--- config.mk ---
export PLATFORM = sky130hd
export DESIGN_NAME = legacy_mem_decoder
export DESIGN_NICKNAME = d
export VERILOG_FILES = /design/src/rtl/lrd_pkg.sv /design/src/rtl/lrd_cfg_bank.sv /design/src/rtl/lrd_seg_lookup.sv /design/src/rtl/lrd_target_sel.sv /design/src/rtl/legacy_mem_decoder.sv
export SDC_FILE = /design/constraint.sdc
export NUM_CORES = 1
export LEC_CHECK = 0
export ABC_AREA = 1
export BUFFER_PORTS_ARGS = -buffer_cell sky130_fd_sc_hd__buf_4
export CELL_PAD_IN_SITES_DETAIL_PLACEMENT = 2
export CELL_PAD_IN_SITES_GLOBAL_PLACEMENT = 2
export CORE_ASPECT_RATIO = 1.25
export CORE_MARGIN = 2
export CORE_UTILIZATION = 34
export CTS_BUF_LIST = sky130_fd_sc_hd__clkbuf_8
export CTS_CLUSTER_DIAMETER = 40
export CTS_CLUSTER_SIZE = 10
export DETAILED_ROUTE_END_ITERATION = 8
export PLACE_DENSITY_LB_ADDON = 0.1
export SYNTH_ARGS = -nofsm -noshare
export SYNTH_HDL_FRONTEND = slang
export SYNTH_SLANG_ARGS = --single-unit
--- constraint.sdc ---
create_clock -name clk -period 2.15 [get_ports clk]
set_input_delay 0.215 -clock clk [delete_from_list [all_inputs] [get_ports clk]]
set_output_delay 0.215 -clock clk [all_outputs]
set_load 0.01 [all_outputs]
--- src/rtl/lrd_pkg.sv ---
package lrd_pkg;
    typedef enum logic [1:0] {
        TGT_DRAM = 2'd0,
        TGT_BUS  = 2'd1,
        TGT_DROP = 2'd2
    } tgt_e;

    typedef enum logic [1:0] {
        RG_PLAIN = 2'd0,
        RG_VIDEO = 2'd1,
        RG_SEG   = 2'd2
    } region_e;

    localparam logic [1:0] ATTR_RO = 2'd1;
    localparam logic [1:0] ATTR_RW = 2'd3;

    localparam logic [7:0] BANK_OFF  = 8'h59;
    localparam logic [7:0] SMC_OFF   = 8'h72;
    localparam logic [7:0] SMC_RESET = 8'h02;
    localparam int         SMC_OPEN_BIT = 6;
    localparam int         SMC_SMM_BIT  = 3;

    localparam logic [31:0] VIDEO_BASE = 32'h000A_0000;
    localparam logic [31:0] SEG_BASE   = 32'h000C_0000;
    localparam logic [31:0] BOOT_BASE  = 32'h000F_0000;
    localparam logic [31:0] WIN_END    = 32'h0010_0000;
endpackage

--- src/rtl/lrd_cfg_bank.sv ---
module lrd_cfg_bank
    import lrd_pkg::*;
#(
    parameter int NBYTES = 7
) (
    input  logic                clk,
    input  logic                rst_n,
    input  logic                we,
    input  logic [7:0]          off,
    input  logic [7:0]          wdata,
    output logic [7:0]          rdata,
    output logic [NBYTES*8-1:0] bank_q,
    output logic [7:0]          smc_q
);
    logic [NBYTES-1:0] hit;

    for (genvar k = 0; k < NBYTES; k++) begin : g_byte
        assign hit[k] = (off == 8'(BANK_OFF + 8'(k)));
        always_ff @(posedge clk) begin
            if (!rst_n)
                bank_q[8*k +: 8] <= 8'h00;
            else if (we && hit[k])
                bank_q[8*k +: 8] <= wdata;
        end
    end

    always_ff @(posedge clk) begin
        if (!rst_n)
            smc_q <= SMC_RESET;
        else if (we && off == SMC_OFF)
            smc_q <= wdata;
    end

    always_comb begin
        rdata = 8'h00;
        for (int k = 0; k < NBYTES; k++)
            if (hit[k]) rdata = bank_q[8*k +: 8];
        if (off == SMC_OFF) rdata = smc_q;
    end
endmodule

--- src/rtl/lrd_seg_lookup.sv ---
module lrd_seg_lookup
    import lrd_pkg::*;
#(
    parameter int ADDR_W    = 32,
    parameter int NUM_SEG   = 12,
    parameter int SEG_SHIFT = 14,
    parameter int NBYTES    = 7
) (
    input  logic [ADDR_W-1:0]   addr,
    input  logic [NBYTES*8-1:0] bank_q,
    output region_e             region,
    output logic [1:0]          attr
);
    localparam int SEG_IW = $clog2(NUM_SEG);

    logic [1:0]        seg_attr [NUM_SEG];
    logic [SEG_IW-1:0] idx;

    for (genvar g = 0; g < NUM_SEG; g++) begin : g_seg
        assign seg_attr[g] = bank_q[8*(1 + g/2) + 4*(g%2) +: 2];
    end

    assign idx = SEG_IW'((addr - ADDR_W'(SEG_BASE)) >> SEG_SHIFT);

    always_comb begin
        region = RG_PLAIN;
        attr   = ATTR_RW;
        if (addr >= ADDR_W'(VIDEO_BASE) && addr < ADDR_W'(SEG_BASE)) begin
            region = RG_VIDEO;
        end else if (addr >= ADDR_W'(SEG_BASE) && addr < ADDR_W'(BOOT_BASE)) begin
            region = RG_SEG;
            for (int k = 0; k < NUM_SEG; k++)
                if (idx == SEG_IW'(k)) attr = seg_attr[k];
        end else if (addr >= ADDR_W'(BOOT_BASE) && addr < ADDR_W'(WIN_END)) begin
            region = RG_SEG;
            attr   = bank_q[5:4];
        end
    end
endmodule

--- src/rtl/lrd_target_sel.sv ---
module lrd_target_sel
    import lrd_pkg::*;
(
    input  region_e    region,
    input  logic [1:0] attr,
    input  logic       we,
    input  logic       smm,
    input  logic [7:0] smc_q,
    output tgt_e       tgt
);
    logic video_open;

    assign video_open = smc_q[SMC_OPEN_BIT] || (smm && smc_q[SMC_SMM_BIT]);

    always_comb begin
        unique case (region)
            RG_VIDEO: tgt = video_open ? TGT_DRAM : TGT_BUS;
            RG_SEG: begin
                if (attr == ATTR_RW)
                    tgt = TGT_DRAM;
                else if (attr == ATTR_RO)
                    tgt = we ? TGT_DROP : TGT_DRAM;
                else
                    tgt = TGT_BUS;
            end
            default: tgt = TGT_DRAM;
        endcase
    end
endmodule

--- src/rtl/legacy_mem_decoder.sv ---
module legacy_mem_decoder
    import lrd_pkg::*;
#(
    parameter int ADDR_W    = 32,
    parameter int NUM_SEG   = 12,
    parameter int SEG_SHIFT = 14
) (
    input  logic              clk,
    input  logic              rst_n,
    input  logic              cfg_we_i,
    input  logic [7:0]        cfg_off_i,
    input  logic [7:0]        cfg_wdata_i,
    output logic [7:0]        cfg_rdata_o,
    input  logic              smm_i,
    input  logic [ADDR_W-1:0] mem_addr_i,
    input  logic              mem_we_i,
    output logic [1:0]        tgt_o
);
    localparam int NBYTES = 1 + (NUM_SEG + 1) / 2;

    logic [NBYTES*8-1:0] bank_q;
    logic [7:0]          smc_q;
    region_e             region;
    logic [1:0]          attr;
    tgt_e                tgt;

    lrd_cfg_bank #(.NBYTES(NBYTES)) u_bank (
        .clk(clk), .rst_n(rst_n), .we(cfg_we_i), .off(cfg_off_i),
        .wdata(cfg_wdata_i), .rdata(cfg_rdata_o), .bank_q(bank_q), .smc_q(smc_q)
    );

    lrd_seg_lookup #(
        .ADDR_W(ADDR_W), .NUM_SEG(NUM_SEG), .SEG_SHIFT(SEG_SHIFT), .NBYTES(NBYTES)
    ) u_lookup (
        .addr(mem_addr_i), .bank_q(bank_q), .region(region), .attr(attr)
    );

    lrd_target_sel u_sel (
        .region(region), .attr(attr), .we(mem_we_i), .smm(smm_i),
        .smc_q(smc_q), .tgt(tgt)
    );

    assign tgt_o = tgt;
endmodule

After elaboration in Yosys (flattened, before gate mapping) --
Cells that the tools add are included.
Cells by class: $add $sub $neg 1, magnitude comparators 6, equality and inequality tests 23, multiplexer cells 31, reductions and logical operators 14
Operators with widths (number):
- $ge 32x20->1 const B | 3
- $eq 8x7->1 const B | 8
- $lt 32x20->1 const B | 2
- $mux 8 | 8
- $mux 2 | 21
- $lt 32x21->1 const B | 1
- $sub 18x1->18 const B | 1
- $eq 4x3->1 const B | 4
- $eq 4x4->1 const B | 4
- $logic_and 1x1->1 | 12
- $eq 4x2->1 const B | 2
- $eq 2x1->1 const B | 2
- $eq 2x2->1 const B | 2
- $eq 4x1->1 const B | 1
- $logic_not 4->1 | 1
- $pmux 2 s2 | 1
- $logic_or 1x1->1 | 1
- $mux 1 | 1
Word-level totals: bits in registers 64, input port bits 53, output and inout port bits 10, logic and storage cells 83

Depth between registers and ports, before layout --
Gate-level depths: netlist of run 1.
depth in word-level cells 20, depth in mapped cells 12, mapped depth without buffers 12

Modules after synthesis --
From an unflattened synthesis of run 1, not the netlist that was laid out.
Second synthesis, totals: cells, all modules 525, area total of the unflattened synthesis 3479.6 um^2
By module, submodules not included:
- lrd_cfg_bank | times used 1, cells an instance 403, area an instance 2941.6 um^2, seq. area each 1281.2 um^2
- lrd_seg_lookup | times used 1, cells an instance 108, area an instance 454.2 um^2, seq. area each 0.0 um^2
- lrd_target_sel | times used 1, cells an instance 14, area an instance 83.8 um^2, seq. area each 0.0 um^2

Worst setup path after synthesis of run 1 --
OpenSTA, ideal clock, no wires.
kind input to output, start point input port cfg_off_i[7], end point output port cfg_rdata_o[4], arrival 1.176 ns, required time 1.935 ns, path slack 0.759 ns, stages 10, path buffers 1, cell sequence inv_2 -> nand2_2 -> nor2_8 -> nand3_2 -> nor2_2 -> buf_4 -> nand2_1 -> o2111ai_1 -> a21oi_1 -> o2111ai_1
Between the ends: longest elaborated chain between the ends 9, elaborated cells between the ends (all ways) 16, classes of those cells eq/ne: 8; mux: 8
Ends and longest elaborated chain:
- from (decl) | RTL line legacy_mem_decoder.sv:11 | input logic [7:0] cfg_off_i,
- $eq 8x7->1 | RTL line lrd_cfg_bank.sv:18 | assign hit[k] = (off == 8'(BANK_OFF + 8'(k)));
- $mux 8 (7 in a row) | RTL line lrd_cfg_bank.sv:37 | if (hit[k]) rdata = bank_q[8*k +: 8];
- $mux 8 * | RTL line lrd_cfg_bank.sv:38 | if (off == SMC_OFF) rdata = smc_q;
- to (decl) | RTL line legacy_mem_decoder.sv:13 | output logic [7:0] cfg_rdata_o,
Mark *: on every way between the ends. The rest lies on a longest branch, timed or not.

Final worst setup path of run 1 --
start point register u_bank.bank_q[20], end point output port tgt_o[1]
Between the ends: longest elaborated chain between the ends 15, elaborated cells between the ends (all ways) 16, classes of those cells eq/ne: 2; mux: 14
Ends and longest elaborated chain:
- from (decl) | RTL line lrd_cfg_bank.sv:12 | output logic [NBYTES*8-1:0] bank_q,
- from (signal, indexed assignment) | RTL line lrd_cfg_bank.sv:23 | bank_q[8*k +: 8] <= wdata;
- $mux 2 * (9 in a row) | RTL line lrd_seg_lookup.sv:33 | if (idx == SEG_IW'(k)) attr = seg_attr[k];
- $mux 2 * | RTL line lrd_seg_lookup.sv:30 | end else if (addr >= ADDR_W'(SEG_BASE) && addr < ADDR_W'(BOOT_BASE)) begin
- $mux 2 * | RTL line lrd_seg_lookup.sv:28 | if (addr >= ADDR_W'(VIDEO_BASE) && addr < ADDR_W'(SEG_BASE)) begin
- $eq 2x1->1 | RTL line lrd_target_sel.sv:21 | else if (attr == ATTR_RO)
- $mux 2 | RTL line lrd_target_sel.sv:21
- $mux 2 * | RTL line lrd_target_sel.sv:19 | if (attr == ATTR_RW)
- $pmux 2 s2 * | RTL line lrd_target_sel.sv:16 | unique case (region)
- to (decl) | RTL line legacy_mem_decoder.sv:17 | output logic [1:0] tgt_o
Marks and branches as above.

==> out/metrics.yaml, run 1 <==
clockBufferDepth: 2
synth_seq_area_share: 0.3879
place_ws_ps: 236.0
first_global_vias: 3607
status: "completed"
start_kind: "register"
p_per_area_mw_per_mm2: 580.6
cpMaxStageDelayCell: "dfxtp_2"
sw_frac_of_total: 0.2550
p_leak_nw: 1.493
endpoint: "tgt_o[1]"
io_buffers: 48
ant_nets: 0
report.power.total_w: 0.002267
hold_slack_ps: 164.8
critical_path_class: "register to primary output"
crit_path_end_kind: "primary output"
hpwl_um: 8295
pwr-share-comb: 0.093
globalplace.congestion: 0.7871
rsz0062_at_grt: "true"
switchingPower_w: 0.0005782
min_period_ps: 1993
synthArstFlopShare: 0
finalSetupViolCount: 0
cp_data_arrival_time_ps: 1780
syn-num-nets: 526
min_path_type: "input port to register"
htreeDepth: 3
r2r_start: "u_bank.smc_q[3]"
core-area_mm2: 0.009559
die_w_um: 92.16
synth_area_mm2: 0.003303
n_antenna_cell: 0
start_util: 0.3455
finalCritPeriodShare: 0.9269
max_freq_mhz: 501.8
gr-total-overflow: 0
synth_ff_type: "dfxtp_1"
drive_gt1_frac: 0.2126
hold_violations: 0
routedWlPerCell_um: 16.62
yosysWarnings: 0
min_path_cells: 3
synth_area_leaders: "dfxtp_1 (39%), a21oi_1 (11%), nand2_1 (9.3%), inv_1 (6.5%), o21ai_0 (6.2%)"
path_delay_family: "simple AND/OR/NAND/NOR gates"
antenna_found_initial: 0
vias: 3311
clk_latency_ps: 350
slew_headroom: 0.6399
slew_violations: 0
cp.required_ps: 1930
clk_pin_slew_worst_paths_ps: 60
cap_viol_max_count: 0
r2r-end: "u_bank.smc_q[3]"
syn_inst: 473
rrSetupSlack_ps: 1440
area_growth_pct: 18.22
yosys_register_bits: 64
dieArea_mm2: 0.01052
cts_inserted_buffers: 9
yosysMostFrequentCell: "nand2_1"
max_stage_delay_ps: 320
ys_top_cells_by_count: "nand2_1 (82), a21oi_1 (74), dfxtp_1 (64), inv_1 (57), o21ai_0 (41)"
vias_per_cell: 5.110
finClkSkew_ps: 0
path_buf_inv: 2
multiInputGateArea_mm2: 0.001648
intPower_w: 0.001689
placed_cells: 632
grt_max_degree: 27
tightestPinTransition_ps: 538.6
nets: 572
drt-total-wl_um: 10770
clock-sinks: 64
fin_cells: 648
tritoncts: "done"
syn_avg_cell_area_um2: 6.983
row_count: 40
first_iter_violations: 99
min-delay-start: "cfg_wdata_i[1]"
crit_chain: "inv_1 -> nand3_2 -> nand2_1 -> nand3b_1 -> nand2_1 -> nand4_1 -> nor2_1 -> nand4_1 -> a21oi_1 -> buf_4"
grt_use_total: 0.2197
yosysTopAreaCell: "dfxtp_1"
fin_util: 0.4085
ys_types: 33
crit_start: "u_bank.bank_q[20]"
worstSetupPathDepth: 10
fill_cells: 1177
grt_pass1_wl_um: 18010
cts-hold-fix-buffers: 0
seqCellArea_mm2: 0.001285
fp.dieH_um: 114.2
worst_slack_ps: 157.1
synth_top_cell_area_share: 0.3879
ctsRootBufferMaster: "clkbuf_8"
crit_fanout: 2
seq_power_share: 0.524
peakVddDrop_uv: 290.6
reg2reg_depth: 2
clkPwrFrac: 0.383
synth_edf_count: 0
io_pins: 63
remaining_drc_errors: 0
drt_first_pass_iters: 4
[through the flow]
step | instance area, um^2 | setup TNS (ps)
after floorplan | 3303 | 0
after global routing | 3905 | -15.02
after detailed placement | 3722 | 0
after CTS | 3876 | 0
after global placement | 3722 | 0
final | 3905 | 0
[how the worst min path moves through the flow]
stage                        endpoint  slack (ps)
floorplan             u_bank.smc_q[1]         340
global placement    u_bank.bank_q[31]         430
detailed placement  u_bank.bank_q[11]         450
CTS                   u_bank.smc_q[1]         160
global route        u_bank.bank_q[30]         190
finish                u_bank.smc_q[1]         160
[sequential cells by signal, indices dropped and copies added (netlist names)]
name           count
u_bank.bank_q     56
u_bank.smc_q       8
[power groups by stage]
stage               Combinational (W)  Sequential [W]  Clock [W]
global placement             0.000202         0.00122          0
global route                 0.000236         0.00119   0.000942
finish                       0.000211         0.00119   0.000868
detailed placement           0.000212         0.00122          0
floorplan                   0.0000983         0.00122          0
CTS                          0.000213         0.00119   0.000892
[cell type report]
class	instances	share of cell area
clock buffers	10	0.03525
clock inverters	4	0.004165
inverters	66	0.06344
multi-input cells	323	0.4220
flip-flops and latches	64	0.3291
well taps	126	0.04037
repair buffers	55	0.1057
[routing by layer]
metal	part of all wire	wire (um)	global-route usage	vias up
met4	0.012	128	0.06269	0
met2	0.54	5815	0.4132	33
li1	-	-	-	1654
met3	0.022	239	0.04016	10
met5	0	0	0	-
met1	0.43	4588	0.2526	1614
[placed cells by master, fill, tap and decap left out, types with 2 or more instances in the layout]
cell / n
a21oi_1: 74
buf_4: 55
clkbuf_8: 10
dfxtp_1: 61
dfxtp_2: 3
inv_1: 58
inv_2: 10
nand2_1: 82
nand2_2: 10
nand2_4: 2
nand3_1: 30
nand3_2: 4
nand4_1: 10
nor2_1: 31
nor2_2: 6
nor2_4: 4
nor3_2: 2
o2111ai_1: 4
o21ai_0: 41
o21ai_1: 8
o22ai_1: 6
[worst reg2reg max path: cells and delay by family (launching register included)]
kind            cells  cell delay [ps]
flops               1              350
compound gates      1              200
simple gates        1               60
[logic make-up (layout without fill, tap and decap cells)]
family	count (synthesis)	after routing	share of synthesized area
compound gates	138	138	0.2208
simple gates	185	185	0.2750
flops	64	64	0.3879
buf+inv	86	135	0.1163
[what timing repair did]
item                                    in CTS  in global routing
setup buffers                                0                  2
endpoints found under the setup margin       0                  2
resized for setup                            0                  7
endpoints found under the hold margin        0                  0
(Power assumes the default switching activity.)
==> inputs of run 2 (changes only) <==
CORE_UTILIZATION = 33   (was 34)
CTS_BUF_LIST = sky130_fd_sc_hd__clkbuf_8 sky130_fd_sc_hd__clkbuf_16   (was sky130_fd_sc_hd__clkbuf_8)
==> out/metrics.yaml, run 2 (same netlist as run 1, synthesis figures left out) <==
start_util: 0.3420  # was 0.3455
htreeDepth: 3  # unchanged
grt_max_degree: 46  # was 27
status: "completed"  # unchanged
tightestPinTransition_ps: 459.8  # was 538.6 ps
ant_nets: 0  # unchanged
max_freq_mhz: 507.6  # was 501.8 MHz
seqCellArea_mm2: 0.001281  # was 0.001285 mm^2
drt_first_pass_iters: 4  # unchanged
slew_headroom: 0.6927  # was 0.6399
hold_violations: 0  # unchanged
p_leak_nw: 1.535  # was 1.493 nW
vias: 3346  # was 3,311
peakVddDrop_uv: 390.3  # was 290.6 uV
cp.required_ps: 1930  # about the same
multiInputGateArea_mm2: 0.001638  # was 0.001648 mm^2
fp.dieH_um: 115.9  # was 114.2 um
fill_cells: 1184  # was 1,177
min_period_ps: 1970  # was 1993 ps
min_path_type: "input port to register"  # unchanged
area_growth_pct: 21.21  # was 18.22%
io_pins: 63  # unchanged
critical_path_class: "register to primary output"  # unchanged
grt_pass1_wl_um: 18070  # was 18,010 um
reg.largest.list: "u_bank.bank_q x56, u_bank.smc_q x8"  # unchanged
clk_latency_ps: 320  # was 350 ps
tritoncts: "done"  # unchanged
clock-sinks: 64  # unchanged
gr-total-overflow: 0  # unchanged
hpwl_um: 8157  # was 8295 um
cap_viol_max_count: 0  # unchanged
rsz0062_at_grt: "false"  # was true
final_common_cell: "nand2_1"  # unchanged
clockBufferDepth: 2  # unchanged
drt-total-wl_um: 11060  # was 10,770 um
dieArea_mm2: 0.01083  # was 0.01052 mm^2
cts_setup_buffers: 0  # unchanged
remaining_drc_errors: 0  # unchanged
nets: 571  # was 572
p_per_area_mw_per_mm2: 687.8  # was 580.6 mW/mm^2
hold_slack_ps: 191.8  # was 164.8 ps
crit_fanout: 2  # unchanged
slew_violations: 0  # unchanged
finalSetupViolCount: 0  # unchanged
drive_gt1_frac: 0.1996  # was 0.2126
die_w_um: 93.49  # was 92.16 um
cts_inserted_buffers: 9  # unchanged
vias_per_cell: 5.172  # was 5.110
grt_use_total: 0.2179  # was 0.2197
postCtsResizedCells: 0  # unchanged
report.power.total_w: 0.002754  # was 0.002267 W
io_buffers: 48  # unchanged
start_kind: "register"  # unchanged
cp_data_arrival_time_ps: 1750  # was 1780 ps
finalCritPeriodShare: 0.9163  # was 0.9269
globalplace.congestion: 0.7484  # was 0.7871
finClkSkew_ps: 0  # unchanged
core-area_mm2: 0.009659  # was 0.009559 mm^2
n_antenna_cell: 0  # unchanged
routedWlPerCell_um: 17.10  # was 16.62 um
first_iter_violations: 69  # was 99
antenna_found_initial: 0  # unchanged
largest_reg_flops: 56  # unchanged
ctsRootBufferMaster: "clkbuf_16"  # was clkbuf_8
first_global_vias: 3632  # was 3,607
cts-hold-fix-buffers: 0  # unchanged
layout_common_cells: "nand2_1 (82), a21oi_1 (74), dfxtp_1 (64)"  # was nand2_1 (82), a21oi_1 (74), dfxtp_1 (61)
clk_pin_slew_worst_paths_ps: 60  # about the same
row_count: 40  # unchanged
crit_path_end_kind: "primary output"  # unchanged
setup_tns_ps: 0  # unchanged
largest-register: "u_bank.bank_q"  # unchanged
[run 2: path summary, 6_finish.rpt]
path | cells past startpoint | endpoint | from | slack [ps]
worst min register to register | 2 | u_bank.bank_q[31] | u_bank.bank_q[31] | 450
worst max register to register | 2 | u_bank.smc_q[3] | u_bank.smc_q[3] | 1450
worst max-delay path | 10 | tgt_o[1] | u_bank.bank_q[20] | 180
worst min-delay path | 3 | u_bank.smc_q[1] | cfg_wdata_i[1] | 190
[run 2: power by group]
group          switching [W]  internal (W)
combinational       0.000131     0.0000784
clock               0.000501      0.000853
sequential        0.00000111       0.00119
[run 2: worst max-delay path: stages (launching register included)]
cell      delay (ps)
dfxtp_1          330
inv_1             70
nand3_2           70
nand2_1           50
nand3b_1         180
nand2_1           80
nand4_1           90
nor2_1           120
nand4_1          130
a21oi_1          170
buf_4            140
[run 2: per-stage QoR]
stage	setup slack (ps)	utilization	instance area [um^2]	cells
2_1_floorplan	759.4	-	3303	473
3_3_place_gp	313.9	0.3861	3730	633
3_5_place_dp	277.4	0.3861	3730	633
4_1_cts	143.5	0.4145	4004	647
5_1_grt	42.07	0.4145	4004	647
6_report	180.0	0.4145	4004	647
[run 2: layer usage]
metal	global-route usage	wire length [um]	part of all wire
met3	0.03706	241	0.022
met4	0.05980	142	0.013
met2	0.4168	5971	0.54
met1	0.2468	4707	0.43
met5	0	0	0
[run 2: cell type report]
class / instances / area share
Clock inverter: 2 / 0.001875
Timing Repair Buffer: 54 / 0.1013
Tap cell: 126 / 0.03937
Sequential cell: 64 / 0.3200
Multi-Input combinational cell: 323 / 0.4091
Clock buffer: 12 / 0.06656
Inverter: 66 / 0.06188
==> inputs of run 3 (changes only) <==
BUFFER_PORTS_ARGS = -buffer_cell sky130_fd_sc_hd__buf_2   (was -buffer_cell sky130_fd_sc_hd__buf_4)
==> out/metrics.yaml, run 3 (same netlist as run 1, synthesis figures left out) <==
status: "completed"  # unchanged
fp.dieH_um: 115.9  # unchanged
placed_area_mm2: 0.003602  # was 0.003730 mm^2
grt_pass1_wl_um: 18020  # was 18,070 um
grt_max_degree: 27  # was 46
drt_first_pass_iters: 4  # unchanged
first_iter_violations: 132  # was 69
clock-sinks: 64  # unchanged
largest_reg_flops: 56  # unchanged
io_buffers: 48  # unchanged
crit_path_end_kind: "primary output"  # unchanged
cap_viol_max_count: 0  # unchanged
drt-total-wl_um: 10930  # was 11,060 um
ant_nets: 0  # unchanged
peakVddDrop_uv: 363.4  # was 390.3 uV
start_util: 0.3420  # unchanged
finClkSkew_ps: 0  # unchanged
hold_violations: 0  # unchanged
row_count: 40  # unchanged
cpMaxStageDelayCell: "dfxtp_1"  # unchanged
clockBufferDepth: 2  # unchanged
area_growth_pct: 16.78  # was 21.21%
htreeDepth: 3  # unchanged
ctsRootBufferMaster: "clkbuf_16"  # unchanged
max_freq_mhz: 527.1  # was 507.6 MHz
final_common_cell: "nand2_1"  # unchanged
nets: 570  # was 571
tritoncts: "done"  # unchanged
clk_latency_ps: 330  # was 320 ps
vias_per_cell: 5.197  # was 5.172
core-area_mm2: 0.009659  # unchanged
hpwl_um: 8275  # was 8157 um
place_ws_ps: 268.2  # was 277.4 ps
first_global_vias: 3601  # was 3,632
remaining_drc_errors: 0  # unchanged
min_period_ps: 1897  # was 1970 ps
dieArea_mm2: 0.01083  # unchanged
crit_chain: "inv_1 -> nand3_2 -> nand2_1 -> nand3b_1 -> nand2_1 -> nand4_1 -> nor2_1 -> nand4_1 -> a21oi_1 -> buf_2"  # was inv_1 -> nand3_2 -> nand2_1 -> nand3b_1 -> nand2_1 -> nand4_1 -> nor2_1 -> nand4_1 -> a21oi_1 -> buf_4
cp.required_ps: 1930  # about the same
stdcell_area_mm2: 0.003857  # was 0.004004 mm^2
path_delay_family: "simple AND/OR/NAND/NOR gates"  # unchanged
tightestPinTransition_ps: 589.8  # was 459.8 ps
finalSetupViolCount: 0  # unchanged
p_leak_nw: 1.494  # was 1.535 nW
hold_slack_ps: 238.1  # was 191.8 ps
n_antenna_cell: 0  # unchanged
clk_pin_slew_worst_paths_ps: 50  # was 60 ps
reg.largest.list: "u_bank.bank_q x56, u_bank.smc_q x8"  # unchanged
slew_headroom: 0.6044  # was 0.6927
layout_common_cells: "nand2_1 (82), a21oi_1 (74), dfxtp_1 (64)"  # unchanged
crit_fanout: 2  # unchanged
gr-total-overflow: 0  # unchanged
rsz0062_at_grt: "false"  # unchanged
critical_path_class: "register to primary output"  # unchanged
finalCritPeriodShare: 0.8824  # was 0.9163
slew_violations: 0  # unchanged
cts-hold-fix-buffers: 0  # unchanged
postCtsResizedCells: 0  # unchanged
max_stage_delay_ps: 330  # about the same
cts_setup_buffers: 0  # unchanged
globalplace.congestion: 0.7693  # was 0.7484
p_per_area_mw_per_mm2: 690.9  # was 687.8 mW/mm^2
fill_cells: 1178  # was 1,184
largest-register: "u_bank.bank_q"  # unchanged
min_path_type: "input port to register"  # unchanged
routedWlPerCell_um: 16.92  # was 17.10 um
grt_use_total: 0.2158  # was 0.2179
worst_slack_ps: 252.9  # was 180.0 ps
antenna_found_initial: 0  # unchanged
path_buf_inv: 2  # unchanged
drive_gt1_frac: 0.1962  # was 0.1996
cts_inserted_buffers: 9  # unchanged
vias: 3357  # was 3,346
cp_data_arrival_time_ps: 1680  # was 1750 ps
die_w_um: 93.49  # unchanged
start_kind: "register"  # unchanged
io_pins: 63  # unchanged
setup_tns_ps: 0  # unchanged
[run 3: changes by cell type in the layout (fill, tap and decap cells not counted), sizes merged]
cell    previous run  this run
inv               67        68
buf               54        53
clkbuf            12        10
clkinv             1         2
[run 3: final timing paths]
kind | startpoint | endpoint | slack, ps | cells after the start
max | u_bank.bank_q[20] | tgt_o[1] | 250 | 10
min | cfg_wdata_i[6] | u_bank.bank_q[30] | 240 | 3
max reg2reg | u_bank.smc_q[3] | u_bank.smc_q[3] | 1460 | 2
min reg2reg | u_bank.bank_q[51] | u_bank.bank_q[51] | 460 | 2
[run 3: per-layer routing]
layer	global-route usage	routed length (um)	up-vias
li1	-	-	1649
met1	0.2416	4558	1662
met2	0.4158	5990	37
met3	0.03771	260	9
met4	0.05784	121	0
met5	0	0	-
[run 3: area by class of cell]
class | count | area (um^2) | share of cell area
flip-flops and latches | 64 | 1281 | 0.3321
well taps | 126 | 157.7 | 0.04087
inverters | 66 | 247.7 | 0.06422
clock inverters | 4 | 16.27 | 0.004217
repair buffers | 53 | 277.8 | 0.07201
multi-input cells | 323 | 1638 | 0.4246
clock buffers | 10 | 239.0 | 0.06195
[run 3: metrics by stage]
stage	util	std cells	total power [W]
2_1_floorplan	-	473	0.001313
3_3_place_gp	0.3729	632	0.001399
3_5_place_dp	0.3729	632	0.001407
4_1_cts	0.3994	646	0.002688
5_1_grt	0.3994	646	0.002761
6_report	0.3994	646	0.002665
[run 3: power by group]
part | total (W) | internal (W) | switching, W
Clock | 0.00128 | 0.000782 | 0.000502
Combinational | 0.000190 | 0.0000584 | 0.000132
Sequential | 0.00119 | 0.00119 | 0.00000110
[run 3: worst min-delay path, cell delays in order]
cell and delay (ps):
buf_2 160, nand2_1 80, a21oi_1 60
